--- config.mk ---
export PLATFORM = sky130hd
export DESIGN_NAME = bus_mode_cfg_reg
export DESIGN_NICKNAME = d
export VERILOG_FILES = /design/src/rtl/bmc_pkg.sv /design/src/rtl/bmc_ctrl.sv /design/src/rtl/bmc_dpath.sv /design/src/rtl/bus_mode_cfg_reg.sv
export SDC_FILE = /design/constraint.sdc
export NUM_CORES = 1
export LEC_CHECK = 0
export ABC_AREA = 1
export ABC_CLOCK_PERIOD_IN_PS = 1500
export BUFFER_PORTS_ARGS = -buffer_cell sky130_fd_sc_hd__buf_4
export CAP_MARGIN = 20
export CORE_AREA = 2 2 39 41
export CTS_CLUSTER_DIAMETER = 50
export DETAILED_ROUTE_END_ITERATION = 8
export DIE_AREA = 0 0 41 43
export HOLD_SLACK_MARGIN = 0.1
export PLACE_DENSITY = 0.76
export SYNTH_ARGS = -nofsm -noshare
export SYNTH_HDL_FRONTEND = slang
export SYNTH_SLANG_ARGS = --single-unit
--- constraint.sdc ---
create_clock -name clk -period 1.5 [get_ports clk]
set_clock_uncertainty 0.2 [all_clocks]
set_input_delay 0.15 -clock clk [delete_from_list [all_inputs] [get_ports clk]]
set_output_delay 0.15 -clock clk [all_outputs]
set_load 0.05 [all_outputs]
--- src/rtl/bmc_pkg.sv ---
package bmc_pkg;
  // strobes from control to datapath, valid for one cycle
  typedef struct packed {
    logic cfgLoad;       // host configuration write
    logic dwordSet;      // qualifying 32-bit write to the data port seen
    logic rdBurstBlock;  // read bursting not permitted this cycle
  } bmcStrobe_t;
endpackage

--- src/rtl/bmc_ctrl.sv ---
module bmc_ctrl
  import bmc_pkg::*;
#(
  parameter int OFS_W   = 8,
  parameter int RDP_OFS = 'h10
) (
  input  logic             cfgWrEn,
  input  logic             ioWrEn,
  input  logic             ioDword,
  input  logic [OFS_W-1:0] ioOffset,
  input  logic             burstPermit,
  output bmcStrobe_t       strobe
);
  localparam logic [OFS_W-1:0] RdpOfs = OFS_W'(RDP_OFS);

  logic hitRdp;

  always_comb begin
    hitRdp              = (ioOffset == RdpOfs);
    strobe.cfgLoad      = cfgWrEn;
    strobe.dwordSet     = ioWrEn && ioDword && hitRdp;
    strobe.rdBurstBlock = !burstPermit;
  end
endmodule

--- src/rtl/bmc_dpath.sv ---
module bmc_dpath
  import bmc_pkg::*;
#(
  parameter int DATA_W   = 16,
  parameter int PRIO_BIT = 9,
  parameter int RDB_BIT  = 6,
  parameter int WRB_BIT  = 5
) (
  input  logic              clk,
  input  logic              hardRstN,
  input  logic              softRst,
  input  bmcStrobe_t        strobe,
  input  logic [DATA_W-1:0] wrData,
  output logic              prioHigh,
  output logic              dwordMode,
  output logic              rdBurstEn,
  output logic              wrBurstEn
);
  localparam logic [DATA_W-1:0] LoadMask =
    (DATA_W'(1) << PRIO_BIT) | (DATA_W'(1) << RDB_BIT) | (DATA_W'(1) << WRB_BIT);

  logic [DATA_W-1:0] wrMasked;
  logic prioNext, rdbNext, wrbNext, dwordNext;

  always_comb begin
    wrMasked  = wrData & LoadMask;
    prioNext  = strobe.cfgLoad ? wrMasked[PRIO_BIT] : prioHigh;
    wrbNext   = strobe.cfgLoad ? wrMasked[WRB_BIT]  : wrBurstEn;
    if (strobe.rdBurstBlock)  rdbNext = 1'b0;
    else if (strobe.cfgLoad)  rdbNext = wrMasked[RDB_BIT];
    else                      rdbNext = rdBurstEn;
    dwordNext = dwordMode || strobe.dwordSet;
  end

  always_ff @(posedge clk or negedge hardRstN) begin
    if (!hardRstN) begin
      prioHigh  <= 1'b0;
      dwordMode <= 1'b0;
      rdBurstEn <= 1'b0;
      wrBurstEn <= 1'b0;
    end else begin
      prioHigh  <= prioNext;
      dwordMode <= dwordNext;
      rdBurstEn <= rdbNext;
      wrBurstEn <= wrbNext;
    end
  end

  assert_dword_sticky_R7: assert property (@(posedge clk) disable iff (!hardRstN)
    dwordMode |=> dwordMode);

  assert_dword_cause_R5: assert property (@(posedge clk) disable iff (!hardRstN)
    $rose(dwordMode) |-> $past(strobe.dwordSet));

  assert_rdburst_block_R10: assert property (@(posedge clk) disable iff (!hardRstN)
    strobe.rdBurstBlock |=> !rdBurstEn);

  assert_softrst_hold_R8: assert property (@(posedge clk) disable iff (!hardRstN)
    (softRst && !strobe.cfgLoad && !strobe.dwordSet && !strobe.rdBurstBlock)
      |=> $stable({prioHigh, dwordMode, rdBurstEn, wrBurstEn}));
endmodule

--- src/rtl/bus_mode_cfg_reg.sv ---
module bus_mode_cfg_reg
  import bmc_pkg::*;
#(
  parameter int DATA_W   = 16,
  parameter int OFS_W    = 8,
  parameter int RDP_OFS  = 'h10,
  parameter int PRIO_BIT = 9,
  parameter int RES_BIT  = 8,
  parameter int DWIO_BIT = 7,
  parameter int RDB_BIT  = 6,
  parameter int WRB_BIT  = 5
) (
  input  logic              clk,
  input  logic              hardRstN,
  input  logic              softRst,
  input  logic              cfgWrEn,
  input  logic [DATA_W-1:0] cfgWrData,
  input  logic              ioWrEn,
  input  logic              ioDword,
  input  logic [OFS_W-1:0]  ioOffset,
  input  logic              burstPermit,
  output logic [DATA_W-1:0] cfgRdData,
  output logic              prioHigh,
  output logic              dwordMode,
  output logic              rdBurstEn,
  output logic              wrBurstEn
);
  localparam logic [DATA_W-1:0] LiveMask =
    (DATA_W'(1) << PRIO_BIT) | (DATA_W'(1) << RES_BIT) | (DATA_W'(1) << DWIO_BIT) |
    (DATA_W'(1) << RDB_BIT)  | (DATA_W'(1) << WRB_BIT);

  bmcStrobe_t strobe;

  bmc_ctrl #(.OFS_W(OFS_W), .RDP_OFS(RDP_OFS)) i_ctrl (
    .cfgWrEn    (cfgWrEn),
    .ioWrEn     (ioWrEn),
    .ioDword    (ioDword),
    .ioOffset   (ioOffset),
    .burstPermit(burstPermit),
    .strobe     (strobe)
  );

  bmc_dpath #(.DATA_W(DATA_W), .PRIO_BIT(PRIO_BIT), .RDB_BIT(RDB_BIT), .WRB_BIT(WRB_BIT)) i_dpath (
    .clk      (clk),
    .hardRstN (hardRstN),
    .softRst  (softRst),
    .strobe   (strobe),
    .wrData   (cfgWrData),
    .prioHigh (prioHigh),
    .dwordMode(dwordMode),
    .rdBurstEn(rdBurstEn),
    .wrBurstEn(wrBurstEn)
  );

  // read word assembly: one bit per position
  for (genvar b = 0; b < DATA_W; b++) begin : g_rd
    if (b == PRIO_BIT)      begin : g_prio assign cfgRdData[b] = prioHigh;  end
    else if (b == RES_BIT)  begin : g_res  assign cfgRdData[b] = 1'b1;      end
    else if (b == DWIO_BIT) begin : g_dw   assign cfgRdData[b] = dwordMode; end
    else if (b == RDB_BIT)  begin : g_rdb  assign cfgRdData[b] = rdBurstEn; end
    else if (b == WRB_BIT)  begin : g_wrb  assign cfgRdData[b] = wrBurstEn; end
    else                    begin : g_zero assign cfgRdData[b] = 1'b0;      end
  end

  assert_cfg_no_dword_R4: assert property (@(posedge clk) disable iff (!hardRstN)
    (cfgWrEn && !ioWrEn && !dwordMode) |=> !dwordMode);

  assert_narrow_no_dword_R6: assert property (@(posedge clk) disable iff (!hardRstN)
    (ioWrEn && !ioDword && !dwordMode) |=> !dwordMode);

  assert_permit_write_R9: assert property (@(posedge clk) disable iff (!hardRstN)
    (cfgWrEn && !burstPermit) |=> !rdBurstEn);

  assert_reserved_bits_R11: assert property (@(posedge clk) disable iff (!hardRstN)
    ((cfgRdData & ~LiveMask) == '0) && cfgRdData[RES_BIT]);
endmodule

== Yosys cells after proc, flatten, opt, wreduce, memory -nomap -nowiden ==
Index checks and enable logic that the tools add are counted.

* Equality and inequality tests: 2
* Mux-type cells: 2
* Reduce and logical (&&, ||, !) cells: 3

{| class="wikitable"
|+ Operator list
! kind !! count
|-
| equality test 8 x 5 -> 1 bit (second input constant) || 1
|-
| logical AND 1 bit || 2
|-
| two-way mux 1 bit || 2
|-
| != test 2 bit (second input constant) || 1
|-
| logical OR 1 bit || 1
|}

* Input port bits: 31
* Output and inout port bits: 20
* Flip-flop bits (word level): 4

== Depth between registers and ports, before layout ==
Gate-level depths: netlist of the first run.

* Word-level depth: 3
* Gate-level depth with buffers: 4
* Depth with buffers taken out: 4

== By module ==
From an unflattened synthesis of the first run, not the netlist that was laid out.

* Cells, all modules: 46
* Area total of the unflattened synthesis: 331.6 um^2

{| class="wikitable"
|+ Modules (own cells, without submodules)
! module !! area an instance (um^2) !! cells each !! instances
|-
| bmc_dpath || 151.4 || 16 || 1
|-
| bus_mode_cfg_reg || 127.6 || 18 || 1
|-
| bmc_ctrl || 52.6 || 12 || 1
|}

== Worst setup path before layout of the first run ==
OpenSTA, ideal clock, no wires.

* Path type: register -> output
* Start: register i_dpath.rdBurstEn
* End: output port cfgRdData[6]
* Stages on the path, launching flop included: 2
* Arrival: 0.904 ns
* Data required time: 1.150 ns
* Setup slack: 0.246 ns
* Buffers on the path: 1
* Path through: dfrtp_1 > buf_4

{| class="wikitable"
|+ RTL lines
! item !! line !! RTL
|-
| start: declaration || bmc_dpath.sv:16 || <nowiki>output logic rdBurstEn,</nowiki>
|-
| start signal: assignment || bmc_dpath.sv:44 || <nowiki>rdBurstEn <= rdbNext;</nowiki>
|-
| end: declaration || bus_mode_cfg_reg.sv:22 || <nowiki>output logic [DATA_W-1:0] cfgRdData,</nowiki>
|}

No word-level cell between the ends.

== Worst setup path in the final report of the first run ==
* Start: input port cfgWrEn
* End: register i_dpath.wrBurstEn

{| class="wikitable"
|+ RTL lines
! item !! line !! RTL
|-
| start: declaration || bus_mode_cfg_reg.sv:16 || <nowiki>input logic cfgWrEn,</nowiki>
|-
| end signal: assignment || bmc_dpath.sv:45 || <nowiki>wrBurstEn <= wrbNext;</nowiki>
|-
| end: declaration || bmc_dpath.sv:17 || <nowiki>output logic wrBurstEn</nowiki>
|}

No word-level cell between the ends.

==> reports/metrics.csv, run 1 <==
stage,metric,value,unit
sta,"Setup violations, final",0,
place,HPWL Detailed,503,um
detailed_routing,TritonRoute pass-1 iters,4,
clock_tree,"Clk Latency, worst-skew pair",0.23,ns
yosys,"Seq/Total Area, Yosys",31.9,%
detailed_routing,vias per cell,3.68,
sta,Final min period,1.23,ns
hold_path,Worst Hold Depth,1,
critical_path,critical path type,in -> reg,
sta,unrepaired setup endpoints after global routing,no,
layout,"Design Area, Final",624,um^2
place,I/O Buffers,24,
outcome,status,"complete, no violations",
sta,final hold vios,0,
die,num rows,14,
die,Die Y,43,um
sta,setup_tns,0,ns
place,Placed Area,432,um^2
yosys,synthesized cell area,314,um^2
critical_path,WP data required,1.41,ns
die,Die ar.,0.00176,mm^2
die,initial core utilization,22.7,%
clock_tree,Worst-path clk slew,0.03,ns
clock_tree,CTS resizes,0,
detailed_routing,final wirelength,844,um
sta,Tcrit/Tclk final,82.3,%
critical_path,r2r worst-path depth,1,
layout,"Net count, final",108,
layout,multi-input logic area,120,um^2
clock_tree,CTS Sinks,4,
global_routing,initial antenna violation count,0,
clock_tree,H-tree depth,1,
yosys,yosys synthesis warning count,0,
sta,Slew Limit Fails,0,
hold_path,min-delay src,i_dpath.dwordMode$_DFF_PN0_,
sta,Max Fclk,0.810,GHz
global_routing,vias in the first global route,338,
layout,Non-Filler Instances,91,
run,Max-Cap Viols,0,
layout,n_diodes,0,
power_and_ir_drop,Peak VDD IR,219,uV
power_and_ir_drop,total power per unit cell area,804,mW/mm^2
critical_path,CP Launch Type,input port,
critical_path,worst r2r dst,i_dpath.wrBurstEn$_DFFE_PN0P_,
global_routing,first-pass GRT wire length,1250,um
hold_path,"Endpoint, Worst Hold",i_dpath.dwordMode$_DFF_PN0_,
critical_path,biggest cell delay along the critical path,0.54,ns
critical_path,worst r2r src,i_dpath.wrBurstEn$_DFFE_PN0P_,
die,Top Ports,51,
detailed_routing,number of DRC markers in iteration 0,5,
clock_tree,Setup Buffers After CTS,0,
detailed_routing,Via Count,335,
hold_path,worst min path class,reg -> reg,
layout,share of layout cells above drive strength 1,38.7,%
critical_path,endpoint type of the worst setup path,register,
sta,Hold WS,0.313,ns
layout,Syn-to-layout area delta,98.8,%
critical_path,worst-path fanout max,4,
place,cell count after placement,71,
clock_tree,TritonCTS clock tree,yes,
clock_tree,CTS Buffer Depth,2,
clock_tree,Clock Tree Root,clkbuf_4,
layout,storage element area,100,um^2
global_routing,GR Overflow Total,0,
yosys,Synth Register Bits,4,
detailed_routing,# DRC,0,
yosys,"Distinct cells, synth",11,
clock_tree,CTS Buf Count,3,
critical_path,worst-path cell chain,dlygate4sd3_1 -> buf_4 -> mux2_4,
global_routing,largest net degree at the start of global routing,5,
yosys,Mapped Cells,37,
layout,FILL cells,126,
detailed_routing,wire length per cell,9.27,um
detailed_routing,ANT nets after route,0,
critical_path,"Slowest-stage cell, CP",dlygate4sd3_1,
place,GP Congestion,0.565,
global_routing,GRT Resource Usage Total,11.1,%
power_and_ir_drop,Leak,0.342,nW
clock_tree,# hold bufs at CTS,17,
yosys,syn avg cell area,8.49,um^2
die,core area,0.00138,mm^2
critical_path,Worst R2R Setup Slack,0.50,ns
critical_path,"Arr. time, crit path",1.14,ns
die,die width,41,um
==> cell usage after synthesis <==
master	count	area [um^2]
nor2_1	4	15.0
nand3_1	1	5.00
inv_1	3	11.3
mux2_4	2	30.0
nand2_1	2	7.51
o21ai_1	1	5.00
buf_4	16	120
conb_1	2	7.51
a21oi_1	1	5.00
dfrtp_1	4	100
o21bai_1	1	7.51
==> final cells by class <==
cell class,instances,area share [%]
sequential,4,16.0
timing repair buffer,41,56.1
tap,16,3.21
clock buffer,3,3.61
multi-input combinational,24,19.2
inverter,3,1.80
==> power by group <==
group / internal, mW / total (mW) / switching, mW
clock: 0.0895 / 0.134 / 0.0441
sequential: 0.117 / 0.125 / 0.00768
combinational: 0.0882 / 0.244 / 0.156
==> worst max-delay path by stage <==
stage                                         end                           from  slack, ns  cells past startpoint
floorplan                            cfgRdData[6]  i_dpath.rdBurstEn$_DFFE_PN0P_       0.25                      1
global placement     i_dpath.prioHigh$_DFFE_PN0P_   i_dpath.prioHigh$_DFFE_PN0P_       0.53                      1
detailed placement  i_dpath.wrBurstEn$_DFFE_PN0P_  i_dpath.wrBurstEn$_DFFE_PN0P_       0.50                      1
CTS                 i_dpath.wrBurstEn$_DFFE_PN0P_                        cfgWrEn       0.29                      3
global route          i_dpath.dwordMode$_DFF_PN0_                    ioOffset[1]       0.23                      5
finish              i_dpath.wrBurstEn$_DFFE_PN0P_                        cfgWrEn       0.27                      3
==> stage by stage <==
stage / setup WS [ns] / total power [mW] / utilization, %
2_1_floorplan: 0.246 / 0.304 / -
3_3_place_gp: 0.533 / 0.330 / 31.2
3_5_place_dp: 0.505 / 0.332 / 31.2
4_1_cts: 0.288 / 0.506 / 45.1
5_1_grt: 0.226 / 0.522 / 45.1
6_report: 0.266 / 0.502 / 45.1
==> cell families after synthesis <==
logic type | Yosys count | synth area share, %
buffers and inverters | 19 | 41.8
other | 2 | 2.39
AO/OA/AOI/OAI | 3 | 5.58
flip-flops | 4 | 31.9
AND/OR/NAND/NOR | 7 | 8.76
multiplexers | 2 | 9.56
==> cells in the final DEF (no fill, tap or decap), drive strengths merged <==
master and instances:
mux2 2, buf 24, nand3 1, nand2 2, o21bai 1, conb 12, dlygate4sd3 17, inv 3
clkbuf 3, o21ai 1, a21oi 1, dfrtp 4, nor2 4
==> sequential cells by signal, summed over array words and instances (netlist names) <==
| signal | count |
|---|---|
| i_dpath.rdBurstEn | 1 |
| i_dpath.prioHigh | 1 |
| i_dpath.wrBurstEn | 1 |
| i_dpath.dwordMode | 1 |
==> per-layer routing <==
| metal | GRT usage, % | vias to the layer above | share of wire [%] |
|---|---|---|---|
| li1 | - | 162 | - |
| met1 | 9.68 | 155 | 32 |
| met2 | 19.4 | 18 | 61 |
| met3 | 1.57 | 0 | 7.7 |
| met4 | 10.0 | 0 | 0 |
| met5 | 0 | - | 0 |
==> critical path: cells and delay by family <==
family,cells,cell delay [ns]
buf+inv,2,0.70
mux,1,0.29
No activity file was read; power rests on OpenSTA's default activity.
==> run 2: changes to the inputs <==
--- a/config.mk
+++ b/config.mk
@@ -6,7 +6,7 @@
 export NUM_CORES = 1
 export LEC_CHECK = 0
 export ABC_AREA = 1
-export ABC_CLOCK_PERIOD_IN_PS = 1500
+export ABC_CLOCK_PERIOD_IN_PS = 1200
 export BUFFER_PORTS_ARGS = -buffer_cell sky130_fd_sc_hd__buf_4
 export CAP_MARGIN = 20
 export CORE_AREA = 2 2 39 41
==> constraint.sdc (replaced) <==
create_clock -name clk -period 1.2 [get_ports clk]
set_clock_uncertainty 0.2 [all_clocks]
set_input_delay 0.12 -clock clk [delete_from_list [all_inputs] [get_ports clk]]
set_output_delay 0.12 -clock clk [all_outputs]
set_load 0.05 [all_outputs]
==> run 2 against run 1 <==
Net effect: first-iteration DRC count down 80%; register-to-register slack worse by 0.29 ns; power up 25%; cell count down 1.1%; global-route usage up 1.0 points; sequential cell count unchanged; worst hold slack worse by 0.21 ns; critical endpoint is now cfgRdData[6]; largest power group unchanged.
==> reports/metrics.csv, run 2 (same netlist as run 1, synthesis figures left out) <==
stage,metric,value,unit,change
outcome,status,"complete, no violations",,unchanged
critical_path,worst-path cell chain,buf_4,,was dlygate4sd3_1 -> buf_4 -> mux2_4
critical_path,CP Launch Type,register,,was input port
critical_path,WP data required,0.88,ns,was 1.41 ns
clock_tree,CTS Buffer Depth,2,,unchanged
clock_tree,Worst-path clk slew,0.04,ns,was 0.03 ns
die,Top Ports,51,,unchanged
detailed_routing,final wirelength,921,um,was 844 um
clock_tree,CTS Buf Count,3,,unchanged
critical_path,endpoint type of the worst setup path,primary output,,was register
critical_path,critical path launch point,i_dpath.rdBurstEn$_DFFE_PN0P_,,was cfgWrEn
sta,Hold WS,0.102,ns,was 0.313 ns
critical_path,"Slowest-stage cell, CP",dfrtp_2,,was dlygate4sd3_1
detailed_routing,wire length per cell,10.2,um,was 9.27 um
detailed_routing,Via Count,323,,was 335
clock_tree,H-tree depth,1,,unchanged
global_routing,GR Overflow Total,0,,unchanged
global_routing,first-pass GRT wire length,1380,um,was 1250 um
critical_path,worst r2r dst,i_dpath.wrBurstEn$_DFFE_PN0P_,,unchanged
place,GP Congestion,0.544,,was 0.565
critical_path,Top delay family on crit path,flip-flops,,was buffers and inverters
layout,multi-input logic area,125,um^2,was 120 um^2
layout,Non-Filler Instances,90,,was 91
power_and_ir_drop,Leak,0.350,nW,was 0.342 nW
sta,Tcrit/Tclk final,96.3,%,
die,num rows,14,,unchanged
critical_path,critical path type,reg -> out,,was in -> reg
critical_path,Worst R2R Setup Slack,0.21,ns,was 0.50 ns
layout,share of layout cells above drive strength 1,45.9,%,was 38.7%
layout,Syn-to-layout area delta,101,%,was 98.8%
detailed_routing,# DRC,0,,unchanged
place,pre-CTS setup slack,0.205,ns,was 0.505 ns
place,cell count after placement,71,,unchanged
clock_tree,CTS Sinks,4,,unchanged
hold_path,worst min path class,in -> reg,,was reg -> reg
critical_path,biggest cell delay along the critical path,0.41,ns,was 0.54 ns
global_routing,largest net degree at the start of global routing,5,,unchanged
sta,final hold vios,0,,unchanged
layout,n_diodes,0,,unchanged
detailed_routing,ANT nets after route,0,,unchanged
layout,Final Util,45.7,%,was 45.1%
die,Die ar.,0.00176,mm^2,unchanged
power_and_ir_drop,Peak VDD IR,276,uV,was 219 uV
die,core area,0.00138,mm^2,unchanged
clock_tree,"Clk Latency, worst-skew pair",0.23,ns,about the same
sta,Final min period,1.16,ns,
die,Die Y,43,um,unchanged
hold_path,Worst Hold Depth,2,,was 1
detailed_routing,TritonRoute pass-1 iters,4,,unchanged
power_and_ir_drop,overall power,629,uW,was 502 uW
critical_path,Levels on crit path,1,,was 3
detailed_routing,vias per cell,3.59,,was 3.68
place,HPWL Detailed,559,um,was 503 um
layout,"commonest non-fill, non-tap cell in the layout",buf_4,,unchanged
critical_path,r2r worst-path depth,1,,unchanged
critical_path,CP endpoint,cfgRdData[6],,was i_dpath.wrBurstEn$_DFFE_PN0P_
clock_tree,TritonCTS clock tree,yes,,unchanged
clock_tree,Clock Tree Root,clkbuf_4,,unchanged
die,initial core utilization,22.7,%,unchanged
global_routing,initial antenna violation count,0,,unchanged
critical_path,"Arr. time, crit path",0.84,ns,was 1.14 ns
sta,Max Fclk,0.865,GHz,
power_and_ir_drop,total power per unit cell area,995,mW/mm^2,was 804 mW/mm^2
critical_path,Crit path buffers/inverters,1,,was 2
place,I/O Buffers,24,,unchanged
sta,Slew Limit Fails,0,,unchanged
die,die width,41,um,unchanged
critical_path,worst r2r src,i_dpath.wrBurstEn$_DFFE_PN0P_,,unchanged
run,Max-Cap Viols,0,,unchanged
layout,"Net count, final",107,,was 108
layout,storage element area,105,um^2,was 100 um^2
critical_path,worst-path fanout max,3,,was 4
layout,most frequent cells in the layout,"23 x buf_4, 15 x dlygate4sd3_1, 12 x conb_1",,"was 24 x buf_4, 17 x dlygate4sd3_1, 12 x conb_1"
global_routing,GRT Resource Usage Total,12.1,%,was 11.1%
sta,Setup WS post-layout,0.0438,ns,was 0.266 ns
global_routing,vias in the first global route,359,,was 338
sta,"Setup violations, final",0,,unchanged
layout,FILL cells,140,,was 126
detailed_routing,number of DRC markers in iteration 0,1,,was 5
-- run 2: changes by cell type in the layout (fill, tap and decap cells not counted) --
cell,change
dfrtp_1,-4
dfrtp_2,+4
dlygate4sd3_1,-2
dlymetal6s4s_1,+2
nor2_1,-2
nor2_2,+2
buf_4,-1
-- run 2: worst min path at each step --
stage	slack, ns	to	start
6_report	0.10	i_dpath.rdBurstEn$_DFFE_PN0P_	cfgWrEn
5_1_grt	0.14	i_dpath.rdBurstEn$_DFFE_PN0P_	cfgWrEn
4_1_cts	0.30	i_dpath.dwordMode$_DFF_PN0_	i_dpath.dwordMode$_DFF_PN0_
3_5_place_dp	-0.28	i_dpath.dwordMode$_DFF_PN0_	hardRstN
3_3_place_gp	-0.28	i_dpath.dwordMode$_DFF_PN0_	hardRstN
2_1_floorplan	-0.38	i_dpath.dwordMode$_DFF_PN0_	hardRstN
-- run 2: where the power goes --
group	switching, mW	internal, mW	leakage (nW)	total (mW)
sequential	0.00934	0.148	0.0452	0.158
clock	0.0530	0.112	0.0138	0.165
combinational	0.196	0.110	0.291	0.306
total	0.258	0.370	0.350	0.629
-- run 2: area by class of cell --
cell class              count  share of cell area [%]
clock buffers               3                    3.56
inverters                   3                    1.78
multi-input cells          24                    19.8
flip-flops and latches      4                    16.6
well taps                  16                    3.17
repair buffers             40                    55.0
-- run 2: per-layer routing --
metal / routed length (um) / part of all wire (%) / vias up / GRT usage (%)
met5: 0 / 0 / - / 0
met4: 0 / 0 / 0 / 8.00
met3: 62 / 6.7 / 0 / 1.57
met2: 598 / 65 / 18 / 23.8
met1: 260 / 28 / 146 / 9.39
li1: - / - / 159 / -
-- run 2: repair_timing --
| action | in CTS | in global routing |
|---|---|---|
| hold buffers | 17 | 1 |
| endpoints found under the hold margin | 8 | 4 |
| resized for setup | 0 | 4 |
| buffers inserted | 0 | 0 |
| setup endpoints to repair | 0 | 6 |
-- run 2: stage by stage --
step                      instance area, um^2  setup TNS [ns]
after detailed placement                  437               0
final                                     632               0
after floorplan                           357               0
after CTS                                 629               0
after global placement                    437               0
after global routing                      632        -0.00671
==> run 3: changes to the inputs <==
--- a/config.mk
+++ b/config.mk
@@ -10,10 +10,11 @@
 export BUFFER_PORTS_ARGS = -buffer_cell sky130_fd_sc_hd__buf_4
 export CAP_MARGIN = 20
 export CORE_AREA = 2 2 39 41
+export CTS_BUF_LIST = sky130_fd_sc_hd__clkbuf_8
 export CTS_CLUSTER_DIAMETER = 50
 export DETAILED_ROUTE_END_ITERATION = 8
 export DIE_AREA = 0 0 41 43
-export HOLD_SLACK_MARGIN = 0.1
+export HOLD_SLACK_MARGIN = 0.03
 export PLACE_DENSITY = 0.76
 export SYNTH_ARGS = -nofsm -noshare
 export SYNTH_HDL_FRONTEND = slang
==> constraint.sdc (replaced) <==
create_clock -name clk -period 1.2 [get_ports clk]
set_clock_uncertainty 0.2 [all_clocks]
set_input_delay 0.24 -clock clk [delete_from_list [all_inputs] [get_ports clk]]
set_output_delay 0.24 -clock clk [all_outputs]
set_load 0.05 [all_outputs]
==> run 3 against run 2 <==
Net effect: utilization shrank 6.9 points; routed wire length shrank 25%; sequential share of layout area grew 2.9 points; sequential cell count is the same; cell count shrank 14%; largest power group unchanged; setup slack lost 0.078 ns; final area shrank 15%; clock power grew 67%; highest routed layer unchanged; clock-buffer cell count is the same; global-route usage shrank 4.5 points; combinational power shrank 6%; the run now ends with setup timing left; power grew 15%.
==> reports/metrics.csv, run 3 (same netlist as run 1, synthesis figures left out) <==
stage,metric,value,unit,change
outcome,status,finished with violations,,"was complete, no violations"
outcome,failing checks,setup timing,,
critical_path,r2r worst-path depth,2,,was 1
clock_tree,CTS Sinks,4,,unchanged
power_and_ir_drop,total power per unit cell area,1350,mW/mm^2,was 995 mW/mm^2
layout,share of layout cells above drive strength 1,57.4,%,was 45.9%
hold_path,"Endpoint, Worst Hold",i_dpath.rdBurstEn$_DFFE_PN0P_,,unchanged
critical_path,worst r2r src,i_dpath.wrBurstEn$_DFFE_PN0P_,,unchanged
global_routing,initial antenna violation count,0,,unchanged
die,die width,41,um,unchanged
critical_path,endpoint type of the worst setup path,primary output,,unchanged
clock_tree,Clock Tree Root,clkbuf_8,,was clkbuf_4
critical_path,WP data required,0.76,ns,was 0.88 ns
place,I/O Buffers,24,,unchanged
clock_tree,Worst-path clk slew,0.03,ns,was 0.04 ns
detailed_routing,number of DRC markers in iteration 0,4,,was 1
layout,"commonest non-fill, non-tap cell in the layout",buf_4,,unchanged
sta,Slew Limit Fails,0,,unchanged
detailed_routing,wire length per cell,8.96,um,was 10.2 um
sta,"Setup violations, final",8,,was 0
global_routing,GRT Resource Usage Total,7.54,%,was 12.1%
power_and_ir_drop,overall power,724,uW,was 629 uW
hold_path,Worst Hold Depth,2,,unchanged
critical_path,Crit path buffers/inverters,1,,unchanged
detailed_routing,final wirelength,690,um,was 921 um
global_routing,vias in the first global route,251,,was 359
layout,n_diodes,0,,unchanged
clock_tree,CTS Buf Count,3,,unchanged
die,initial core utilization,22.7,%,unchanged
global_routing,first-pass GRT wire length,897,um,was 1380 um
clock_tree,"Clk Latency, worst-skew pair",0.21,ns,was 0.23 ns
detailed_routing,TritonRoute pass-1 iters,2,,was 4
die,Top Ports,51,,unchanged
sta,final hold vios,0,,unchanged
critical_path,Top delay family on crit path,flip-flops,,unchanged
critical_path,worst r2r dst,i_dpath.wrBurstEn$_DFFE_PN0P_,,unchanged
critical_path,Worst R2R Setup Slack,0.06,ns,was 0.21 ns
layout,"Design Area, Final",537,um^2,was 632 um^2
die,Die ar.,0.00176,mm^2,unchanged
run,Max-Cap Viols,0,,unchanged
hold_path,worst min path class,in -> reg,,unchanged
layout,Final Util,38.8,%,was 45.7%
critical_path,"Slowest-stage cell, CP",dfrtp_2,,unchanged
die,Die Y,43,um,unchanged
hold_path,min-delay src,cfgWrEn,,unchanged
layout,"Net count, final",94,,was 107
sta,Hold WS,0.0531,ns,was 0.102 ns
clock_tree,H-tree depth,1,,unchanged
place,Placed Area,437,um^2,unchanged
clock_tree,TritonCTS clock tree,yes,,unchanged
critical_path,critical path type,reg -> out,,unchanged
die,num rows,14,,unchanged
clock_tree,CTS Buffer Depth,2,,unchanged
sta,Setup WS post-layout,-0.0339,ns,was 0.0438 ns
critical_path,"Arr. time, crit path",0.79,ns,was 0.84 ns
place,GP Congestion,0.544,,unchanged
detailed_routing,vias per cell,3.52,,was 3.59
die,core area,0.00138,mm^2,unchanged
detailed_routing,ANT nets after route,0,,unchanged
layout,FILL cells,148,,was 140
sta,Tcrit/Tclk final,103,%,was 96.3%
global_routing,largest net degree at the start of global routing,5,,unchanged
detailed_routing,# DRC,0,,unchanged
detailed_routing,Via Count,271,,was 323
layout,most frequent cells in the layout,"18 x buf_4, 12 x conb_1, 7 x buf_6",,"was 23 x buf_4, 15 x dlygate4sd3_1, 12 x conb_1"
critical_path,worst-path fanout max,3,,unchanged
critical_path,CP Launch Type,register,,unchanged
power_and_ir_drop,Leak,0.297,nW,was 0.350 nW
critical_path,biggest cell delay along the critical path,0.42,ns,was 0.41 ns
sta,Max Fclk,0.810,GHz,was 0.865 GHz
sta,unrepaired setup endpoints after global routing,yes,,
layout,Syn-to-layout area delta,70.9,%,was 101%
place,HPWL Detailed,559,um,unchanged
global_routing,GR Overflow Total,0,,unchanged
critical_path,worst-path cell chain,buf_6,,was buf_4
power_and_ir_drop,Peak VDD IR,364,uV,was 276 uV
sta,Final min period,1.23,ns,was 1.16 ns
run 3: how the worst max path moves through the flow:
stage / endpoint / startpoint / cells past startpoint
global route: dwordMode / i_dpath.dwordMode$_DFF_PN0_ / 1
floorplan: cfgRdData[6] / i_dpath.rdBurstEn$_DFFE_PN0P_ / 1
CTS: cfgRdData[6] / i_dpath.rdBurstEn$_DFFE_PN0P_ / 1
detailed placement: cfgRdData[6] / i_dpath.rdBurstEn$_DFFE_PN0P_ / 1
global placement: cfgRdData[9] / i_dpath.prioHigh$_DFFE_PN0P_ / 1
finish: wrBurstEn / i_dpath.wrBurstEn$_DFFE_PN0P_ / 1
run 3: cell type report:
cell class                 instances  area [um^2]  share of cell area [%]
multi-input combinational         24          120                    22.4
inverter                           3         11.3                    2.10
timing repair buffer              27          239                    44.5
sequential                         4          105                    19.6
tap                               16         20.0                    3.73
clock buffer                       3         41.3                    7.69
run 3: worst reg2reg max path, delay by kind of cell, from the launching register on:
family                 cells  cell delay [ns]
flip-flops                 1             0.42
buffers and inverters      1             0.14
multiplexers               1             0.26
run 3: repair_timing:
action                                 in CTS  in global routing
hold buffers                                1                  0
endpoints found under the hold margin       4                  0
pin swaps                                   0                  0
setup endpoints to repair                   8                  8
setup buffers                               0                  2
cloned                                      0                  0
resized for setup                           8                  1
run 3: power by group:
part / internal (mW) / switching (mW)
Clock: 0.213 / 0.0618
Combinational: 0.0990 / 0.188
Sequential: 0.149 / 0.0133
Total: 0.461 / 0.263
run 3: through the flow:
step                      setup slack (ns)  TNS (ns)  std cells
after floorplan                    0.00483         0         47
after global placement               0.176         0         71
after detailed placement             0.165         0         71
after CTS                          -0.0365    -0.254         75
after global routing               -0.0465    -0.341         77
final                              -0.0339    -0.215         77
run 3: layer usage:
layer	vias to the layer above	part of all wire (%)	global-route usage (%)	routed length, um
met2	16	62	14.4	425
li1	133	-	-	-
met3	0	8.7	0	60
met4	0	0	6.00	0
met1	122	30	6.45	204
met5	-	0	0	0
